### config.mk
export PLATFORM = sky130hd
export DESIGN_NAME = serial_adder_sr
export DESIGN_NICKNAME = d
export VERILOG_FILES = /design/src/rtl/serial_adder_sr.sv
export SDC_FILE = /design/constraint.sdc
export NUM_CORES = 1
export LEC_CHECK = 0
export ABC_AREA = 1
export BUFFER_PORTS_ARGS = -buffer_cell sky130_fd_sc_hd__buf_2
export CAP_MARGIN = 20
export CORE_MARGIN = 2
export CORE_UTILIZATION = 59
export CTS_BUF_LIST = sky130_fd_sc_hd__clkbuf_2
export DETAILED_ROUTE_END_ITERATION = 12
export GPL_TIMING_DRIVEN = 0
export PLACE_DENSITY = 0.86
export REMOVE_ABC_BUFFERS = 1
export SLEW_MARGIN = 10
export SYNTH_ARGS = -nofsm -noshare
export SYNTH_HDL_FRONTEND = slang
export SYNTH_SLANG_ARGS = --single-unit
### constraint.sdc
create_clock -name clk -period 2.7 [get_ports clk]
set_input_delay 0.135 -clock clk [delete_from_list [all_inputs] [get_ports clk]]
set_output_delay 0.135 -clock clk [all_outputs]
set_load 0.02 [all_outputs]
### src/rtl/serial_adder_sr.sv
module serial_adder_sr #(
  parameter int WIDTH = 8,
  parameter bit MOORE = 1'b0
) (
  input  logic             clk,
  input  logic             rst,
  input  logic             load,
  input  logic             start,
  input  logic [WIDTH-1:0] a_in,
  input  logic [WIDTH-1:0] b_in,
  output logic [WIDTH-1:0] sum,
  output logic             carry_out,
  output logic             done
);
  localparam int LAT  = MOORE ? 1 : 0;
  localparam int LAST = WIDTH - 1 + LAT;
  localparam int CW   = $clog2(WIDTH + 1);

  logic [WIDTH-1:0] a_q, b_q, s_q;
  logic [CW-1:0]    cnt;
  logic             running, done_q, carry_q, sbit, fsm_en, cap_en;

  wire start_go = start && !load && !running;
  wire a_bit    = a_q[0];
  wire b_bit    = b_q[0];
  wire fa_sum   = a_bit ^ b_bit ^ carry_q;
  wire fa_co    = (a_bit & b_bit) | (a_bit & carry_q) | (b_bit & carry_q);

  generate
    if (MOORE) begin : g_moore
      logic y1;
      always_ff @(posedge clk) begin
        if (rst || load || start_go) y1 <= 1'b0;
        else if (fsm_en)             y1 <= fa_sum;
      end
      assign sbit   = y1;
      assign fsm_en = running && (cnt != CW'(WIDTH));
      assign cap_en = running && (cnt != '0);
    end else begin : g_mealy
      assign sbit   = fa_sum;
      assign fsm_en = running;
      assign cap_en = running;
    end
  endgenerate

  always_ff @(posedge clk) begin
    if (rst || load || start_go) carry_q <= 1'b0;
    else if (fsm_en)             carry_q <= fa_co;
  end

  always_ff @(posedge clk) begin
    if (rst) begin
      a_q <= '0;
      b_q <= '0;
    end else if (load) begin
      a_q <= a_in;
      b_q <= b_in;
    end else if (fsm_en) begin
      a_q <= a_q >> 1;
      b_q <= b_q >> 1;
    end
  end

  always_ff @(posedge clk) begin
    if (rst || load) s_q <= '0;
    else if (cap_en) s_q <= {sbit, s_q[WIDTH-1:1]};
  end

  always_ff @(posedge clk) begin
    if (rst) begin
      running <= 1'b0;
      cnt     <= '0;
      done_q  <= 1'b0;
    end else begin
      done_q <= 1'b0;
      if (load) begin
        running <= 1'b0;
        cnt     <= '0;
      end else if (running) begin
        if (cnt == CW'(LAST)) begin
          running <= 1'b0;
          done_q  <= 1'b1;
        end else begin
          cnt <= cnt + 1'b1;
        end
      end else if (start) begin
        running <= 1'b1;
        cnt     <= '0;
      end
    end
  end

  assign sum       = s_q;
  assign carry_out = carry_q;
  assign done      = done_q;

  p_done_pulse_r6: assert property (@(posedge clk) disable iff (rst)
    done |=> !done);
  p_idle_hold_r6: assert property (@(posedge clk) disable iff (rst)
    (!running && !load && !start) |=> ($stable(sum) && $stable(carry_out)));
  p_load_clear_r2: assert property (@(posedge clk) disable iff (rst)
    load |=> (sum == '0 && !carry_out && !done && !running));
  p_start_runs_r3: assert property (@(posedge clk) disable iff (rst)
    start_go |=> (running && !carry_out));
  p_carry_step_r7: assert property (@(posedge clk) disable iff (rst)
    (fsm_en && !load && a_bit && b_bit) |=> carry_out);
  p_carry_kill_r7: assert property (@(posedge clk) disable iff (rst)
    (fsm_en && !load && !a_bit && !b_bit) |=> !carry_out);
  p_done_after_run_r4: assert property (@(posedge clk) disable iff (rst)
    $rose(done) |-> $past(running));
endmodule

# Word-level counts from Yosys, hierarchy flattened
# Cells that the tools add are included.
# word_totals
ff_bits	31
mem_count	0
latchBits	0
out_inout_bits	10
romBits	0
in_bits	20
ramBits	0
wordCells	40
# classes
n_shift	0
n_mux	11
div_mod_pow	0
eq_ne	2
addsub	1
magnitude_cmp	0
n_mul	0
n_reduce_logical	11
bitwise	8
# ops
op	count
2-to-1 mux 8 bit	4
2-to-1 mux 4 bit	3
adder 4 x 1 -> 4 bit (second input constant)	1
== test 4 x 3 -> 1 bit (second input constant)	1
2-to-1 mux 1 bit	4
nonzero test 2 bit	2
AND 1 bit	3
OR reduction 3 bit	1
logical AND 1 bit	2
zero test 1 bit	2
logical OR 1 bit	2
!= test 2 bit (second input constant)	1
OR 1 bit	2
AND reduction 2 bit	1
OR reduction 2 bit	1
bitwise XOR 1 bit	2
NOT 1 bit	1

# Depth between registers and ports, before layout
# Gate-level depths: netlist of run 1.
# logic_depth
depth_word	4
mapped_depth	7
ltp_nobuf	6

# Least setup slack after synthesis of run 1
# OpenSTA, ideal clock, no wires.
# synth_timing
path_kind	reg2reg
from	register carry_q, in the netlist carry_out
to	register s_q[7], in the netlist sum[7]
required_ns	2.579
stages_incl_launch_ff	4
t_arrival_ns	1.085
slack_ns	1.494
n_path_buf	0
setup_ns	0.121
period_less_slack_ns	1.206
path_cell_list	dfxtp_1 > fa_1 > o21ai_0 > a21oi_1
# synth_between
elab_chain_len	1
# synth_lines
element	line_no	rtl
from (decl)	21	logic running, done_q, carry_q, sbit, fsm_en, cap_en;
from (signal assigned)	48	else if (fsm_en) carry_q <= fa_co;
bitwise XOR 1 bit	26	wire fa_sum = a_bit ^ b_bit ^ carry_q;
via fa_sum	26	
to (signal assigned)	66	else if (cap_en) s_q <= {sbit, s_q[WIDTH-1:1]};
to (decl)	19	logic [WIDTH-1:0] a_q, b_q, s_q;
# The timed path passes the listed nets, and every way through them passes these cells.
# A chain may end at the register's enable or synchronous reset.

# Worst setup path in the final report of run 1
# layout_timing
from	register running, in the netlist cap_en
to	register a_q[5]
# layout_between
elab_chain_len	1
# layout_lines
element	line_no	rtl
from (decl)	21	
from (signal assigned)	71	running <= 1'b0;
from (signal assigned)	77	running <= 1'b0;
from (signal assigned)	81	running <= 1'b0;
nonzero test 2 bit (no line)	--	
to (signal assigned)	56	a_q <= a_in;
to (signal assigned)	59	a_q <= a_q >> 1;
to (decl)	19	
# No other way between the ends.

==> metrics.yaml, run 1 <==
setup-violations-final: 0
critical_path.top_delay_family: "simple AND/OR/NAND/NOR gates"
synth-edff-count: 0
ys_warn_count: 0
r2r_cells: 6
cp_slowest_cell: "dfxtp_1"
reg2reg_slack_ns: 0.97
clkSinkCount: 31
ys_types: 18
worstPathArrival_ns: 2.03
fin_crit_ns: 1.73
p_sw_mw: 0.204
hold_viol: 0
htree_num_levels: 2
startpoint_type: "flip-flop"
worst-path-buf-inv: 2
p_seq_share_pct: 62.2
root_buffer: "clkbuf_2"
slew_violations: 0
cap_violations: 0
final_cell_area_sq_mm: 0.00152
num_io_pins: 30
crit_end: "a_q[5]"
peakVddDrop_uv: 402
yosys.cell_count.top_type: "nand2_1"
synth_top_area_share_pct: 47.1
drive_gt1_share_pct: 19.2
gp_congestion: 0.732
drc: 0
tns_ns: 0
synth-async-reset-ratio_pct: 0
global_route.overflow_total: 0
fp.dieArea_sq_mm: 0.00263
pwr-share-comb_pct: 10.2
crit_start: "cap_en"
clock_latency_ns: 0.36
worstMarginPinSlew_ns: 0.597
cpMostUsedCell: "nand2_1"
syn_area_sq_mm: 0.00132
n_antenna_cell: 0
wl_um: 2510
synthTopCellsByCount: "nand2_1 (75), dfxtp_1 (31), inv_1 (19)"
place.detailed.hpwl_um: 1810
postRouteAntennaNets: 0
vias: 1232
clkTransAtPathRegs_ns: 0.14
synth_cells: 187
cp_max_fo: 14
die_height_um: 51.3
wl_per_cell_um: 10.2
design.core.area_sq_mm: 0.00217
synth_area_per_cell_sq_um: 7.05
slew-limit-headroom_pct: 60.1
rows: 17
cts_tree: "yes"
viasPerCell: 4.99
initial_core_util_pct: 60.7
grt_usage_pct: 22.6
fmax_mhz: 579
numCtsBuffers: 5
drt-initial-drc-count: 19
rr_endpoint: "a_q[5]"
antenna_found_initial: 0
syn_to_final_growth_pct: 15.1
p_per_area_mw_per_mm2: 515
ctsResizeCount: 0
internal_power_mw: 0.577
nets: 240
yosys-top-cells-area: "dfxtp_1 (47%), nand2_1 (21%), nand3_1 (6.8%), a21oi_1 (6.1%), inv_1 (5.4%)"
power.leakage_nw: 0.766
synthFlopType: "dfxtp_1"
min_period_over_period_pct: 64.0
placed_cell_area_sq_mm: 0.00146
path_cells: "inv_2 > nor2_2 > nand2_1 > nand3_1 > nand2_1 > inv_1"
yosys.area.top_type: "dfxtp_1"
cts_buffer_depth: 2
grt_pass1_wl_um: 4320
required_ns: 3.00
switching_share_pct: 26.1
port_buffers: 29
power_frac_clock_pct: 27.6
reg2reg_from: "cap_en"
grt_max_degree: 21
ys_seq_elements: 31
status: "completed"
critPathMaxStageDelay_ns: 0.66
end_kind: "flip-flop"
grt_setup_unrepaired: "false"
cp.depth: 6
grt_pass1_vias: 1063
die_w_um: 51.3
firstDrtPassIters: 4
hold_class: "in2reg"
critPathKind: "reg2reg"
ys_seq_area_share_pct: 47.1
finClkSkew_ns: 0.0122
## power groups by stage
stage                     Clock (mW)  Combinational, mW  Sequential (mW)
after floorplan                    0             0.0449            0.496
after global placement             0             0.0751            0.495
after detailed placement           0             0.0779            0.496
after CTS                      0.221             0.0779            0.486
after global routing           0.241             0.0934            0.488
final                          0.215             0.0798            0.486
## how the worst min path moves through the flow
stage	from	endpoint	slack [ns]	cells past startpoint
floorplan	rst	a_q[7]	0.20	1
global placement	b_in[7]	b_q[7]	0.39	3
detailed placement	a_in[7]	a_q[7]	0.40	3
CTS	a_in[7]	a_q[7]	0.007	3
global route	b_in[7]	b_q[7]	0.008	3
finish	b_in[7]	b_q[7]	0.02	3
## layout by cell type, fill, tap and decap left out, drive strengths merged
cell type / instances
inv: 21
nand2: 75
clkbuf: 7
o21ai: 6
nand3: 18
a31oi: 2
a21oi: 16
nand4: 1
ha: 1
nor2: 7
dfxtp: 31
nor3: 1
clkinv: 1
buf: 29
fa: 1
dlygate4sd3: 2
## flip-flops by register name, summed over array words and instances, names as in the netlist
name	cells
a_q	8
cnt	4
b_q	8
sum	8
done	1
carry_out	1
cap_en	1
## cell type report
class	instances	area, sq um
inverter	21	78.8
timing repair buffer	31	165
tap	28	35.0
clock buffer	7	35.0
clock inverter	1	5.00
fill	185	653
multi-input combinational	128	577
sequential	31	621
## tightest hold or removal path, delay by kind of cell
| kind | cells | cell delay (ns) |
|---|---|---|
| simple gates | 1 | 0.06 |
| buf+inv | 1 | 0.10 |
| compound gates | 1 | 0.06 |
## stage by stage
stage          power (mW)  worst slack, ns  instances  utilization, %  hold WS (ns)
3_3_place_gp        0.570             1.07        237            67.1         0.389
5_1_grt             0.822            0.781        247            69.9       0.00799
2_1_floorplan       0.541             1.42        180               -         0.204
4_1_cts             0.785            0.986        245            69.0       0.00708
6_report            0.781            0.972        247            69.9        0.0248
3_5_place_dp        0.574             1.03        237            67.1         0.402
## logic make-up after synthesis
kind of cell / count (synthesis) / share of synthesized area [%]
buffers and inverters: 28 / 9.12
AO/OA/AOI/OAI: 24 / 9.31
AND/OR/NAND/NOR: 102 / 32.0
flip-flops: 31 / 47.1
adder cells (fa/ha/maj): 2 / 2.47
## what timing repair did
action	CTS	global route
endpoints found under the hold margin	0	2
setup buffers	0	0
hold buffers	0	2
## per-layer routing
layer | global-route usage (%) | share of wire, %
met1 | 26.2 | 46
met2 | 37.9 | 47
met3 | 7.89 | 5.0
met4 | 9.21 | 1.6
met5 | 0 | 0
No activity file was read; power rests on OpenSTA's default activity.
==> run 2: changes to the inputs <==
Settings changed: CORE_UTILIZATION 59 to 49, PLACE_DENSITY 0.86 to 0.76.
Clock period 2.7 ns to 1.4 ns, I/O delays scaled along.
==> run 2 against run 1 <==
  * Clock power rose by 90%
  * Worst hold slack got worse by 0.0045 ns
  * Total power rose by 97%
  * Global-route usage fell by 3.0 points
  * Via count rose by 4.9%
  * Sequential share of layout area fell by 3.8 points
  * Register-to-register slack got worse by 0.79 ns
  * Combinational power rose by 140%
  * Critical path depth rose by 1
  * Clock skew rose by 0.0013 ns
  * Final cell count rose by 6.5%
==> metrics.yaml, run 2 (synthesized netlist as in run 1, its figures left out) <==
root_buffer: "clkbuf_2"
whs_ns: 0.0203
drt-initial-drc-count: 39
antenna_found_initial: 0
nets: 254
rr_endpoint: "b_q[5]"
vias: 1292
r2r_cells: 7
fin_crit_ns: 1.22
wl_per_cell_um: 11.0
port_buffers: 29
cp_slowest_cell: "dfxtp_4"
cts_tree: "yes"
path_cells: "inv_2 > nor2_4 > buf_12 > nand2_1 > nand3_1 > nand2_1 > inv_1"
reg2reg_slack_ns: 0.18
final_cell_mix: "nand2_1 (75), dfxtp_1 (30), buf_2 (29), inv_1 (19), nand3_1 (18)"
cpMostUsedCell: "nand2_1"
hold_class: "in2reg"
grt_pass1_wl_um: 4840
worstMarginPinSlew_ns: 0.441
utilization_pct: 66.6
min_period_over_period_pct: 87.3
p_total_mw: 1.54
postRouteAntennaNets: 0
p_per_area_mw_per_mm2: 915
critPathKind: "reg2reg"
syn_to_final_growth_pct: 27.5
firstDrtPassIters: 4
grt_max_degree: 21
crit_end: "b_q[5]"
finClkSkew_ns: 0.0135
startpoint_type: "flip-flop"
reg2reg_from: "cap_en"
grt_setup_unrepaired: "false"
drc: 0
cts_buffer_depth: 2
gp_congestion: 0.792
die_height_um: 55.9
hold_viol: 0
setup-violations-final: 0
slew_violations: 0
status: "completed"
drive_gt1_share_pct: 18.0
htree_num_levels: 2
final_common_cell: "nand2_1"
die_w_um: 55.9
fmax_mhz: 818
peakVddDrop_uv: 883
fp.dieArea_sq_mm: 0.00312
critPathMaxStageDelay_ns: 0.48
initial_core_util_pct: 52.2
required_ns: 1.70
numCtsBuffers: 5
power.leakage_nw: 0.826
viasPerCell: 4.91
num_io_pins: 30
end_kind: "flip-flop"
slew-limit-headroom_pct: 70.6
global_route.overflow_total: 0
place.detailed.hpwl_um: 1880
clock_latency_ns: 0.36
grt_pass1_vias: 1210
clkTransAtPathRegs_ns: 0.14
cap_violations: 0
design.core.area_sq_mm: 0.00252
cp_max_fo: 14
worstPathArrival_ns: 1.53
n_antenna_cell: 0
wl_um: 2890
crit_start: "cap_en"
clkSinkCount: 31
grt_usage_pct: 19.6
rows: 18
-- run 2: changes by cell type in the layout (fill, tap and decap cells not counted), sizes merged --
cell	previous run	this run
dlygate4sd3	2	15
buf	29	30
clkinv	1	2
clkbuf	7	6
-- run 2: where the power goes --
part	switching [mW]	leakage [nW]	internal [mW]
clock	0.288	0.0281	0.120
sequential	0.0228	0.254	0.914
combinational	0.103	0.544	0.0898
total	0.413	0.826	1.12
-- run 2: layer usage --
layer  up-vias  share of wire (%)  global-route usage, %
li1        678                  -                      -
met1       569                 44                   20.6
met2        34                 50                   35.9
met3        11                4.6                   6.51
met4         0                2.0                   7.14
met5         -                  0                      0
-- run 2: layout make-up --
class                   instances  area [sq um]
clock buffers                   6          30.0
clock inverters                 2          7.51
fillers                       218           842
inverters                      21          78.8
multi-input cells             128           587
flip-flops and latches         31           624
well taps                      30          37.5
repair buffers                 45           315
-- run 2: stage by stage --
stage          cells  instance area, sq um  setup slack [ns]  TNS (ns)
2_1_floorplan    180                  1280             0.123         0
4_1_cts          262                  1650            0.0345         0
3_5_place_dp     239                  1460            -0.317     -3.31
6_report         263                  1680             0.178         0
5_1_grt          263                  1680            0.0753         0
3_3_place_gp     239                  1460            -0.205     -2.44
-- run 2: worst min path at each step --
stage / startpoint / end / cells past startpoint / slack [ns]
5_1_grt: b_in[4] / b_q[4] / 5 / 0.01
3_3_place_gp: b_in[7] / b_q[7] / 3 / 0.32
6_report: b_in[4] / b_q[4] / 5 / 0.02
2_1_floorplan: rst / a_q[7] / 1 / 0.14
4_1_cts: b_in[4] / b_q[4] / 5 / 0.004
3_5_place_dp: b_in[7] / b_q[7] / 3 / 0.33
-- run 2: worst max-delay path, delay by kind of cell, from the launching register on --
kind / cells / cell delay [ns]
flops: 1 / 0.48
buf+inv: 3 / 0.35
simple gates: 4 / 0.33
-- run 2: timing repair --
item                                   4_1_cts  5_1_grt
setup buffers                                0        1
endpoints found under the hold margin       14        0
resized for setup                            2        2
hold buffers                                15        0
setup endpoints to repair                   13       12
pin swaps                                    0        1
==> run 3: changes to the inputs <==
Settings changed: REMOVE_ABC_BUFFERS 1 to unset.
==> run 3 against run 2 <==
  * Worst setup slack improved by 0.0041 ns
  * Die area unchanged
  * Wire length decreased by 2.4%
  * Critical endpoint is now a_q[3]
==> metrics.yaml, run 3 (synthesized netlist as in run 1, its figures left out) <==
setup-violations-final: 0
worstMarginPinSlew_ns: 0.445
final_cell_mix: "nand2_1 (75), buf_2 (32), dfxtp_1 (31), inv_1 (19), nand3_1 (18)"
cts_setup_buffers: 0
nets: 262
cp_max_fo: 10
place.detailed.hpwl_um: 1940
clock_latency_ns: 0.37
peakVddDrop_uv: 715
hold_viol: 0
num_io_pins: 30
drc: 0
hold_path_startpoint: "a_in[3]"
dp_slack_ns: 0.209
grt_max_degree: 11
reg2reg_from: "cap_en"
required_ns: 1.71
p_per_area_mw_per_mm2: 909
syn_to_final_growth_pct: 29.8
cp_slowest_cell: "dfxtp_1"
htree_num_levels: 2
fin_cells: 271
rows: 18
critPathKind: "reg2reg"
cpMostUsedCell: "nand2_1"
p_sw_mw: 0.427
clkTransAtPathRegs_ns: 0.14
synth_nets: 209
slew-limit-headroom_pct: 70.4
slew_violations: 0
drt-initial-drc-count: 36
postRouteAntennaNets: 0
startpoint_type: "flip-flop"
die_w_um: 55.9
internal_power_mw: 1.13
antenna_found_initial: 0
min_to: "a_q[3]"
cts_buffer_depth: 2
vias: 1348
firstDrtPassIters: 4
cap_violations: 0
root_buffer: "clkbuf_2"
dp_cells: 246
fp.dieArea_sq_mm: 0.00312
global_route.overflow_total: 0
initial_core_util_pct: 52.2
end_kind: "flip-flop"
setup_slack_ns: 0.182
fin_crit_ns: 1.22
crit_start: "cap_en"
placed_cell_area_sq_mm: 0.00150
final_cell_area_sq_mm: 0.00171
cts_tree: "yes"
status: "completed"
critPathMaxStageDelay_ns: 0.46
wl_um: 2830
min_period_over_period_pct: 87.0
holdPathStages: 5
port_buffers: 29
p_seq_share_pct: 60.1
clkSinkCount: 31
drive_gt1_share_pct: 19.9
grt_usage_pct: 19.8
final_common_cell: "nand2_1"
r2r_cells: 7
worstPathArrival_ns: 1.53
power.leakage_nw: 0.857
ctsResizeCount: 0
power_frac_clock_pct: 26.8
switching_share_pct: 27.5
gp_congestion: 0.720
grt_pass1_vias: 1273
rr_endpoint: "a_q[3]"
tns_ns: 0
hold_class: "in2reg"
utilization_pct: 67.8
fmax_mhz: 821
wl_per_cell_um: 10.4
grt_pass1_wl_um: 4930
viasPerCell: 4.97
finClkSkew_ns: 0.0202
die_height_um: 55.9
path_cells: "inv_2 > nor2_2 > buf_4 > nand2_1 > nand3_1 > nand2_1 > inv_1"
grt_setup_unrepaired: "false"
numCtsBuffers: 5
n_antenna_cell: 0
cts_hold_buf: 17
design.core.area_sq_mm: 0.00252
pwr-share-comb_pct: 13.0
reg2reg_slack_ns: 0.18
-- run 3: changes by cell type in the layout (fill, tap and decap cells not counted), moves of 2 or more --
cell           change
clkinv_2           +3
dlygate4sd3_1      +2
buf_4              +3
nor2_2             +2
nor2_4             -2
buf_2              +3
clkinv_1           -2
-- run 3: layout make-up --
| cell class | count | area (sq um) |
|---|---|---|
| fill | 228 | 812 |
| sequential | 31 | 621 |
| multi-input combinational | 128 | 577 |
| timing repair buffer | 46 | 315 |
| inverter | 21 | 78.8 |
| buffer | 7 | 41.3 |
| tap | 30 | 37.5 |
| clock buffer | 5 | 25.0 |
| clock inverter | 3 | 15.0 |
-- run 3: stage by stage --
stage	power, mW	hold slack, ns
after floorplan	1.06	0.139
after global placement	1.11	0.330
after CTS	1.57	0.0177
final	1.55	0.0383
after detailed placement	1.12	0.335
after global routing	1.64	0.0332
-- run 3: worst max path at each step --
stage,to,cells past startpoint
finish,a_q[3],7
global route,a_q[0],7
CTS,a_q[3],7
detailed placement,a_q[1],7
global placement,b_q[6],7
floorplan,sum[7],3
-- run 3: per-layer routing --
layer / track usage (%) / up-vias / wire (um)
met2: 31.3 / 44 / 1300
li1: - / 691 / -
met5: 0 / - / 0
met1: 23.2 / 598 / 1210
met3: 5.35 / 15 / 175
met4: 13.9 / 0 / 142
-- run 3: critical path: cells and delay by family (launching register included) --
kind | cells | cell delay [ns]
flip-flops | 1 | 0.46
buffers and inverters | 3 | 0.37
AND/OR/NAND/NOR | 4 | 0.33
-- run 3: power groups by stage --
stage                     registers [mW]  clock network, mW  logic (mW)
final                              0.935              0.417       0.203
after global routing               0.939              0.470       0.230
after CTS                          0.935              0.434       0.201
after detailed placement           0.954                  0       0.165
after global placement             0.952                  0       0.161
after floorplan                    0.954                  0       0.105
